## src/rtl/esc_pkg.sv

```systemverilog
package esc_pkg;

    localparam int SR_W    = 32;
    localparam int EVT_W   = 12;
    localparam int SR_MD   = 30;
    localparam int SR_RB   = 29;
    localparam int SR_BL   = 28;

    localparam logic [EVT_W-1:0] EVT_LOAD_VIOL  = 12'h0A0;
    localparam logic [EVT_W-1:0] EVT_STORE_VIOL = 12'h0C0;

    typedef enum logic [1:0] {
        ACT_NONE = 2'd0,
        ACT_EXC  = 2'd1,
        ACT_RTE  = 2'd2,
        ACT_SW   = 2'd3
    } act_e;

    typedef enum logic [2:0] {
        SEL_XHI   = 3'd0,
        SEL_FADDR = 3'd1,
        SEL_EVT   = 3'd2,
        SEL_SPC   = 3'd3,
        SEL_SSR   = 3'd4,
        SEL_SR    = 3'd5,
        SEL_RC    = 3'd6,
        SEL_NONE  = 3'd7
    } sel_e;

    typedef struct packed {
        act_e act;
        logic dbl;
    } decision_t;

    function automatic logic [EVT_W-1:0] viol_code(input logic store);
        return store ? EVT_STORE_VIOL : EVT_LOAD_VIOL;
    endfunction

    function automatic logic [SR_W-1:0] enter_handler(input logic [SR_W-1:0] sr);
        logic [SR_W-1:0] r;
        r        = sr;
        r[SR_MD] = 1'b1;
        r[SR_RB] = 1'b1;
        r[SR_BL] = 1'b1;
        return r;
    endfunction

endpackage

```

## src/rtl/esc_arbiter.sv

```systemverilog
module esc_arbiter
    import esc_pkg::*;
(
    input  logic      strobe,
    input  logic      blocked,
    input  logic      rte,
    input  logic      sw_we,
    output decision_t dec
);
    always_comb begin
        dec.act = ACT_NONE;
        dec.dbl = 1'b0;
        if (strobe) begin
            if (blocked) dec.dbl = 1'b1;
            else         dec.act = ACT_EXC;
        end else if (rte) begin
            dec.act = ACT_RTE;
        end else if (sw_we) begin
            dec.act = ACT_SW;
        end
    end
endmodule

```

## src/rtl/esc_fault_regs.sv

```systemverilog
module esc_fault_regs
    import esc_pkg::*;
#(
    parameter int XLEN       = 32,
    parameter int PAGE_SHIFT = 10,
    parameter int RC_W       = 2
) (
    input  logic                clk,
    input  logic                rst,
    input  act_e                act,
    input  logic [XLEN-1:0]     fault_va,
    input  logic                is_store,
    input  logic [XLEN-1:0]     cur_pc,
    input  logic                in_delay_slot,
    input  logic [XLEN-1:0]     branch_pc,
    input  logic [RC_W-1:0]     fault_way,
    input  sel_e                sw_sel,
    input  logic [XLEN-1:0]     sw_wdata,
    output logic [XLEN-1:0]     xlat_hi,
    output logic [XLEN-1:0]     fault_addr,
    output logic [EVT_W-1:0]    event_code,
    output logic [XLEN-1:0]     saved_pc,
    output logic [RC_W-1:0]     repl_way
);
    localparam int VPN_W = XLEN - PAGE_SHIFT;

    logic [XLEN-1:0] resume_pc;
    assign resume_pc = in_delay_slot ? branch_pc : cur_pc;

    always_ff @(posedge clk) begin
        if (rst) begin
            xlat_hi    <= '0;
            fault_addr <= '0;
            event_code <= '0;
            saved_pc   <= '0;
            repl_way   <= '0;
        end else begin
            case (act)
                ACT_EXC: begin
                    xlat_hi[XLEN-1:PAGE_SHIFT] <= fault_va[XLEN-1:PAGE_SHIFT];
                    fault_addr <= fault_va;
                    event_code <= viol_code(is_store);
                    saved_pc   <= resume_pc;
                    repl_way   <= fault_way;
                end
                ACT_SW: begin
                    case (sw_sel)
                        SEL_XHI:   xlat_hi    <= sw_wdata;
                        SEL_FADDR: fault_addr <= sw_wdata;
                        SEL_EVT:   event_code <= sw_wdata[EVT_W-1:0];
                        SEL_SPC:   saved_pc   <= sw_wdata;
                        SEL_RC:    repl_way   <= sw_wdata[RC_W-1:0];
                        default:   ;
                    endcase
                end
                default: ;
            endcase
        end
    end

    assert_vpn_R2: assert property (@(posedge clk) disable iff (rst)
        act == ACT_EXC |=> xlat_hi[XLEN-1:PAGE_SHIFT] == $past(fault_va[XLEN-1:PAGE_SHIFT])
                           && xlat_hi[PAGE_SHIFT-1:0] == $past(xlat_hi[PAGE_SHIFT-1:0]));
    assert_faddr_R3: assert property (@(posedge clk) disable iff (rst)
        act == ACT_EXC |=> fault_addr == $past(fault_va));
    assert_code_R4: assert property (@(posedge clk) disable iff (rst)
        act == ACT_EXC |=> (event_code == EVT_LOAD_VIOL || event_code == EVT_STORE_VIOL)
                           && ((event_code == EVT_STORE_VIOL) == $past(is_store)));
    assert_spc_R5: assert property (@(posedge clk) disable iff (rst)
        act == ACT_EXC && in_delay_slot |=> saved_pc == $past(branch_pc));
    assert_way_R8: assert property (@(posedge clk) disable iff (rst)
        act == ACT_EXC |=> repl_way == $past(fault_way));
    assert_hold_R9: assert property (@(posedge clk) disable iff (rst)
        act == ACT_NONE |=> $stable(fault_addr) && $stable(saved_pc) && $stable(event_code));

    localparam int UNUSED_VPN = VPN_W;
endmodule

```

## src/rtl/esc_status_regs.sv

```systemverilog
module esc_status_regs
    import esc_pkg::*;
#(
    parameter int XLEN = 32
) (
    input  logic             clk,
    input  logic             rst,
    input  act_e             act,
    input  sel_e             sw_sel,
    input  logic [XLEN-1:0]  sw_wdata,
    output logic [SR_W-1:0]  status,
    output logic [SR_W-1:0]  saved_sr
);
    localparam int CW = (XLEN < SR_W) ? XLEN : SR_W;

    logic [SR_W-1:0] wdata_sr;
    always_comb begin
        wdata_sr = '0;
        wdata_sr[CW-1:0] = sw_wdata[CW-1:0];
    end

    always_ff @(posedge clk) begin
        if (rst) begin
            status   <= '0;
            saved_sr <= '0;
        end else begin
            case (act)
                ACT_EXC: begin
                    saved_sr <= status;
                    status   <= enter_handler(status);
                end
                ACT_RTE: status <= saved_sr;
                ACT_SW: begin
                    if (sw_sel == SEL_SSR) saved_sr <= wdata_sr;
                    if (sw_sel == SEL_SR)  status   <= wdata_sr;
                end
                default: ;
            endcase
        end
    end

    assert_ssr_R6: assert property (@(posedge clk) disable iff (rst)
        act == ACT_EXC |=> saved_sr == $past(status));
    assert_bits_R7: assert property (@(posedge clk) disable iff (rst)
        act == ACT_EXC |=> status[SR_MD] && status[SR_RB] && status[SR_BL]
                           && status[SR_BL-1:0] == $past(status[SR_BL-1:0]));
    assert_rte_R10: assert property (@(posedge clk) disable iff (rst)
        act == ACT_RTE |=> status == $past(saved_sr));
endmodule

```

## src/rtl/esc_unit.sv

```systemverilog
module esc_unit
    import esc_pkg::*;
#(
    parameter int XLEN       = 32,
    parameter int PAGE_SHIFT = 10,
    parameter int WAYS       = 4,
    localparam int RC_W      = (WAYS > 1) ? $clog2(WAYS) : 1
) (
    input  logic               clk,
    input  logic               rst,
    input  logic               viol_strobe,
    input  logic [XLEN-1:0]    fault_va,
    input  logic               is_store,
    input  logic [XLEN-1:0]    cur_pc,
    input  logic               in_delay_slot,
    input  logic [XLEN-1:0]    branch_pc,
    input  logic [RC_W-1:0]    fault_way,
    input  logic               rte_pulse,
    input  logic               sw_we,
    input  logic [2:0]         sw_sel,
    input  logic [XLEN-1:0]    sw_wdata,
    output logic [XLEN-1:0]    xlat_hi,
    output logic [XLEN-1:0]    fault_addr,
    output logic [11:0]        event_code,
    output logic [XLEN-1:0]    saved_pc,
    output logic [31:0]        saved_sr,
    output logic [31:0]        status,
    output logic [RC_W-1:0]    repl_way,
    output logic               double_fault,
    output logic               ret_valid,
    output logic [XLEN-1:0]    ret_target
);
    decision_t dec;
    sel_e      sel;

    assign sel = sel_e'(sw_sel);

    esc_arbiter u_arb (
        .strobe  (viol_strobe),
        .blocked (status[SR_BL]),
        .rte     (rte_pulse),
        .sw_we   (sw_we),
        .dec     (dec)
    );

    esc_fault_regs #(
        .XLEN       (XLEN),
        .PAGE_SHIFT (PAGE_SHIFT),
        .RC_W       (RC_W)
    ) u_fault (
        .clk           (clk),
        .rst           (rst),
        .act           (dec.act),
        .fault_va      (fault_va),
        .is_store      (is_store),
        .cur_pc        (cur_pc),
        .in_delay_slot (in_delay_slot),
        .branch_pc     (branch_pc),
        .fault_way     (fault_way),
        .sw_sel        (sel),
        .sw_wdata      (sw_wdata),
        .xlat_hi       (xlat_hi),
        .fault_addr    (fault_addr),
        .event_code    (event_code),
        .saved_pc      (saved_pc),
        .repl_way      (repl_way)
    );

    esc_status_regs #(
        .XLEN (XLEN)
    ) u_sr (
        .clk      (clk),
        .rst      (rst),
        .act      (dec.act),
        .sw_sel   (sel),
        .sw_wdata (sw_wdata),
        .status   (status),
        .saved_sr (saved_sr)
    );

    always_ff @(posedge clk) begin
        if (rst) begin
            double_fault <= 1'b0;
            ret_valid    <= 1'b0;
        end else begin
            double_fault <= dec.dbl;
            ret_valid    <= (dec.act == ACT_RTE);
        end
    end

    assign ret_target = saved_pc;

    assert_df_R9: assert property (@(posedge clk) disable iff (rst)
        viol_strobe && status[SR_BL] |=> double_fault && $stable(status) && $stable(xlat_hi));
    assert_ret_R10: assert property (@(posedge clk) disable iff (rst)
        rte_pulse && !viol_strobe |=> ret_valid && ret_target == $past(saved_pc));
    assert_prio_R12: assert property (@(posedge clk) disable iff (rst)
        viol_strobe && !status[SR_BL] |=> status[SR_BL] && !ret_valid);
    assert_quiet_R1: assert property (@(posedge clk) disable iff (rst)
        !viol_strobe |=> !double_fault);
endmodule

```

## config.mk

```make
export PLATFORM = sky130hd
export DESIGN_NAME = esc_unit
export DESIGN_NICKNAME = d
export VERILOG_FILES = /design/src/rtl/esc_pkg.sv /design/src/rtl/esc_arbiter.sv /design/src/rtl/esc_fault_regs.sv /design/src/rtl/esc_status_regs.sv /design/src/rtl/esc_unit.sv
export SDC_FILE = /design/constraint.sdc
export NUM_CORES = 1
export LEC_CHECK = 0
export ABC_AREA = 1
export ABC_CLOCK_PERIOD_IN_PS = 1300
export BUFFER_PORTS_ARGS = -buffer_cell sky130_fd_sc_hd__buf_4
export CORE_MARGIN = 8
export CORE_UTILIZATION = 40
export CTS_CLUSTER_SIZE = 25
export DETAILED_ROUTE_END_ITERATION = 8
export PLACE_DENSITY = 0.76
export SLEW_MARGIN = 10
export SYNTH_ARGS = -nofsm -noshare
export SYNTH_HDL_FRONTEND = slang
export SYNTH_SLANG_ARGS = --single-unit
```

## constraint.sdc

```tcl
create_clock -name clk -period 1.3 [get_ports clk]
set_input_delay 0.26 -clock clk [delete_from_list [all_inputs] [get_ports clk]]
set_output_delay 0.26 -clock clk [all_outputs]
set_load 0.03 [all_outputs]
```

==> metrics, run 1 <==
sequential share of the synthesized area 40.7%; IO Pins 348; Synth-to-Final Area Change 44.5%; Final Max Tran Viols 0; Crit Reg-Reg Startpoint u_sr.status[28]; total grt overflow 0; minimum clock period 1.29 ns; critical path arrival 1.03 ns; FMAX 777 MHz; Die X 163 µm; # nets final 1865; DRT Pass-1 Iters 7; XOR/XNOR Fraction of Synth Area 0%; top cells by area, synth dfxtp_1 41%, nand2_1 16%, nor2_1 15%; clock sinks 176; Netlist cell types 23; final core occ 58.0%; Post-Synthesis Cell Area 0.00865 mm²; DP HPWL 26.5 mm; Syn Inst Count 1389; largest area contributor in the netlist dfxtp_1; simple-gate share of the synthesized area 34.4%; final clock skew 0.0112 ns; multiplexer share of the synthesized area 0%; initial antenna violation count 0; CP bufs+invs 1; largest net degree at the start of global routing 53; CP Cell Sequence buf_4; share of cells above drive strength 1 28.6%; DR WL/cell 17.2 µm; CTS tree built; CP Launch Type flip-flop; CP Max Fanout 2; Max stage delay on crit path 0.41 ns; Hold Startpoint sw_wdata[6]; mean post-synth cell area 6.23 µm²; Starting Density 40.1%; Lkg Pwr 6.68 nW; yosys warns 0; Worst Setup End Kind output port; final setup fails 0; final critical-path setup slack 0.0132 ns; GP Congestion 0.943; Port Buffers 347; unrepaired setup endpoints after global routing yes; CP max stage cell dfxtp_1; Hold Fails Final Rpt 0; first-pass GRT wire length 52.8 mm; top cell type's share of synthesized area 40.7%; drt first-iter violations 789; Compound-Gate Fraction of Synth Area 12.0%; number of max-cap violations 0; worst-skew pair later-pin latency 0.42 ns; WP data required 1.04 ns; H-tree Lvls 4; post-DR vias/cell 4.89; num rows 54; hold path cells 3; Post-Route WL 34.8 mm; die area 0.0266 mm²; PwrDens 1280 mW/mm²; reg2reg path depth 7; largest family of logic cells by synthesized area simple AND/OR/NAND/NOR gates; Die H 163 µm; flops & latches, synth 176; Setup CP Type reg -> out; post-CTS setup buffers 0; Max IR drop VDD 0.000754 V; root buf cell clkbuf_16; slew margin rel. 74.6%; Max Buffers Root-to-Sink 2; period utilisation layout 99.0%; FF-to-FF setup slack 0.09 ns; Post-Synth Adder-Cell Area 0%; CP top delay family flip-flops; DR vias 9876; Setup WS pre-CTS -0.356 ns; post-route DRC violation count 0; Antenna Nets Post-Route 0; Num CTS Buffers 17; core area 0.0216 mm²; hold endpoint u_fault.xlat_hi[6]; Total GRT Usage 25.1%; worst r2r dst u_fault.saved_pc[18]; worst slew pin tran 0.377 ns; status finished, final reports clean; hold crit path type in -> reg; vias in the first global route 9687; cts hold-fix bufs 0; Mapped Nets 1529; Clock transition at path regs 0.08 ns; # diodes 0
[sequential cells by signal, summed over array words and instances (netlist names)]
name / cells
double_fault: 1
ret_valid: 1
u_fault.event_code: 12
u_fault.fault_addr: 32
u_fault.repl_way: 2
u_fault.saved_pc: 32
u_fault.xlat_hi: 32
u_sr.saved_sr: 32
u_sr.status: 32
[cells in the final DEF, fill, tap and decap left out]
cell type / Yosys / layout
a21oi_1: 32 / 32
and2_1: 9 / 9
inv_6: 0 / 4
dfxtp_1: 176 / 163
inv_1: 124 / 123
nor2_2: 1 / 3
buf_6: 1 / 6
nand3b_1: 1 / 1
inv_2: 6 / 6
buf_4: 37 / 405
nand3_1: 32 / 32
buf_12: 0 / 18
clkinv_4: 0 / 2
clkinv_1: 1 / 1
clkbuf_8: 0 / 1
clkinvlp_4: 0 / 1
dfxtp_2: 0 / 13
clkbuf_16: 0 / 17
bufinv_16: 0 / 1
inv_8: 0 / 4
o21ai_2: 1 / 1
nand2_1: 371 / 368
nor2_1: 339 / 336
nor3_1: 2 / 2
nor2_4: 3 / 4
o21ai_1: 13 / 15
clkinv_8: 0 / 2
nand3_4: 0 / 1
o21ai_0: 161 / 159
inv_4: 0 / 1
nand2_2: 4 / 7
[metal layers]
metal / part of all wire, % / up-vias / global-route usage, % / wire, µm
met3: 9.0 / 68 / 6.43 / 3120
met5: 0 / - / 0 / 0
li1: - / 4879 / - / -
met4: 3.5 / 0 / 10.6 / 1230
met2: 48 / 475 / 43.2 / 16800
met1: 39 / 4454 / 29.2 / 13600
[cells by family after synthesis]
group,Yosys count
AO/OA/AOI/OAI,207
flip-flops,176
AND/OR/NAND/NOR,763
buffers and inverters,243
[power breakdown]
group          internal, W  total (W)  switching [W]
sequential         0.00586    0.00620       0.000339
clock              0.00281    0.00530        0.00249
combinational      0.00173    0.00452        0.00279
[tightest hold or removal path: cells and delay by family]
family,cells,cell delay [ns]
AND/OR/NAND/NOR,1,0.05
buffers and inverters,1,0.11
AO/OA/AOI/OAI,1,0.05
[cell usage after synthesis]
cell type,count
dfxtp_1,176
o21ai_2,1
buf_4,37
nor2_4,3
nand3b_1,1
nor2_2,1
buf_6,1
nand3_1,32
nor3_1,2
inv_1,124
nand3_2,1
o21ai_0,161
o21ai_1,13
a21oi_1,32
clkbuf_1,26
clkinv_1,1
inv_2,6
buf_1,5
nor2_1,339
nand2_2,4
nand2_1,371
and2_1,9
buf_2,43
[final cells by class]
| type | instances | area [µm²] |
|---|---|---|
| Clock inverter | 14 | 168 |
| Timing Repair Buffer | 429 | 3470 |
| Sequential cell | 176 | 3540 |
| Tap cell | 280 | 350 |
| Multi-Input combinational cell | 970 | 4040 |
| Inverter | 131 | 494 |
| Fill cell | 2048 | 9050 |
| Clock buffer | 18 | 439 |
[how the worst max path moves through the flow]
stage	from	endpoint	slack (ns)	cells after the start
floorplan	rte_pulse	u_sr.status[29]	0.07	9
global placement	in_delay_slot	u_fault.saved_pc[31]	-0.30	7
detailed placement	rte_pulse	u_fault.xlat_hi[9]	-0.36	9
CTS	u_sr.status[28]	u_fault.saved_pc[15]	0.005	6
global route	u_sr.status[28]	status[28]	-0.01	2
finish	u_fault.repl_way[1]	repl_way[1]	0.01	1
[stage by stage]
step | instance area (µm²) | hold WS, ns | instances | total power (W) | TNS (ns)
floorplan | 8650 | 0.329 | 1389 | 0.00891 | 0
global placement | 11800 | 0.449 | 1986 | 0.0107 | -36.47
detailed placement | 11800 | 0.461 | 1986 | 0.0108 | -42.20
CTS | 12500 | 0.0770 | 2018 | 0.0161 | 0
global route | 12500 | 0.100 | 2018 | 0.0167 | -0.0161
finish | 12500 | 0.0992 | 2018 | 0.0160 | 0
[what timing repair did]
| action | CTS | global route |
|---|---|---|
| hold endpoints to repair | 0 | 0 |
| pin swaps | 0 | 1 |
| endpoints found under the setup margin | 9 | 89 |
| resized for setup | 8 | 20 |
(Power assumes the default switching activity.)
==> run 2, diff against run 1 <==
==> constraint.sdc (replaced) <==
create_clock -name clk -period 1.3 [get_ports clk]
set_input_delay 0.195 -clock clk [delete_from_list [all_inputs] [get_ports clk]]
set_output_delay 0.195 -clock clk [all_outputs]
set_load 0.03 [all_outputs]
==> metrics, run 2 (synthesis gave the netlist of run 1 again) <==
status finished, final reports clean; final critical-path setup slack 0.0488 ns (+0.0355 ns); Die H 163 µm (unchanged); DP HPWL 25.8 mm (-2.9%); PwrDens 1290 mW/mm² (+0.78%); Setup WS pre-CTS -0.255 ns (+0.101 ns); slew margin rel. 76.1% (+1.6 points); Hold Fails Final Rpt 0 (unchanged); post-DR vias/cell 4.90 (+0.22%); Die X 163 µm (unchanged); period utilisation layout 96.2% (-2.7 points); total grt overflow 0 (unchanged); core area 0.0216 mm² (unchanged); DRT Pass-1 Iters 5 (-2); Max IR drop VDD 0.000788 V (+4.4%); # nets final 1858 (-0.38%); CP Max Fanout 3 (+1); Synth-to-Final Area Change 43.4%; minimum clock period 1.25 ns (-0.0355 ns); FMAX 799 MHz (+2.8%); DR WL/cell 16.8 µm (-2.2%); number of max-cap violations 0 (unchanged); Antenna Nets Post-Route 0 (unchanged); die area 0.0266 mm² (unchanged); H-tree Lvls 4 (unchanged); worst hold slack 0.0497 ns (-0.0495 ns); Clock transition at path regs 0.07 ns (about the same); drt first-iter violations 749 (-5.1%); final core occ 57.5% (-0.45 points); Setup CP Type reg -> out; final setup fails 0 (unchanged); GP Congestion 0.938 (-0.50%); num rows 54 (unchanged); leading cell type in the layout, fill and taps excluded buf_4; Fill cells 2099 (+2.5%); setup_tns 0 ns (unchanged); unrepaired setup endpoints after global routing yes; cts hold-fix bufs 0 (unchanged); Max Buffers Root-to-Sink 2 (unchanged); DR vias 9863 (-0.13%); Post-Route WL 33.9 mm (-2.6%); WP data required 1.11 ns (+0.07 ns); CP Launch Type flip-flop; hold crit path type in -> reg; vias in the first global route 9511 (-1.8%); worst slew pin tran 0.354 ns (-0.0233 ns); Lkg Pwr 6.63 nW (-0.81%); CTS tree built; clock sinks 176 (unchanged); IO Pins 348 (unchanged); Worst Setup End Kind output port; dpl cell area 0.0118 mm² (-0.66%); first-pass GRT wire length 51.5 mm (-2.5%); final clock skew 0.00937 ns (-0.00182 ns); fin area 0.0124 mm² (-0.78%); initial antenna violation count 1 (+1); Num CTS Buffers 17 (unchanged); share of cells above drive strength 1 27.5% (-1.1 points); worst-skew pair later-pin latency 0.42 ns (about the same); Final Max Tran Viols 0 (unchanged); Total GRT Usage 24.6% (-0.55 points); post-route DRC violation count 0 (unchanged); largest net degree at the start of global routing 86 (+62%); Starting Density 40.1% (unchanged); critical path arrival 1.06 ns (+0.03 ns); root buf cell clkbuf_16; commonest cells after routing, fill and taps aside 402 x buf_4, 368 x nand2_1, 336 x nor2_1; Port Buffers 347 (unchanged)
-- run 2: cell types whose count changed in the layout (fill, tap and decap cells not counted), moves of 3 or more --
cell,before,now
buf_4,405,402
buf_6,6,3
dfxtp_1,163,175
dfxtp_2,13,1
-- run 2: area by class of cell --
| type | count | area, µm² | share of cell area, % |
|---|---|---|---|
| antenna | 1 | 2.50 | 0.0202 |
| clock buffer | 18 | 429 | 3.46 |
| clock inverter | 13 | 179 | 1.44 |
| inverter | 131 | 494 | 3.98 |
| multi-input combinational | 970 | 4040 | 32.5 |
| sequential | 176 | 3520 | 28.4 |
| tap | 280 | 350 | 2.82 |
| timing repair buffer | 422 | 3390 | 27.3 |
-- run 2: critical path, cell delays in order (launching register included) --
cell	delay [ns]
dfxtp_2	0.34
buf_4	0.14
buf_4	0.16
-- run 2: final timing paths --
path                            depth (start not counted)                  end  slack (ns)          startpoint
worst max-delay path                                    2           status[28]        0.05     u_sr.status[28]
worst min-delay path                                    3   u_fault.xlat_hi[4]        0.05         sw_wdata[4]
worst max register to register                          7  u_fault.saved_pc[1]        0.08     u_sr.status[28]
worst min register to register                          2   u_fault.xlat_hi[3]        0.47  u_fault.xlat_hi[3]
-- run 2: report_power, final --
part	leakage (nW)	internal, W	switching (W)
logic	4.88	0.00170	0.00276
clock network	0.287	0.00307	0.00231
registers	1.45	0.00586	0.000335
-- run 2: layer usage --
metal | global-route usage (%) | part of all wire (%) | vias to the layer above
met1 | 28.2 | 39 | 4431
met5 | 0 | 0 | -
met4 | 12.0 | 4.2 | 0
li1 | - | - | 4879
met3 | 6.68 | 9.0 | 67
met2 | 41.6 | 48 | 486
-- run 2: through the flow --
stage	cells	power, W
floorplan	1389	0.00891
global placement	1979	0.0107
detailed placement	1979	0.0108
CTS	2010	0.0161
global route	2011	0.0168
finish	2011	0.0160
-- run 2: repair_timing --
action / CTS / global route
pin swaps: 0 / 0
endpoints found under the setup margin: 2 / 56
setup buffers: 0 / 0
gates resized for setup: 1 / 11
cloned: 0 / 0
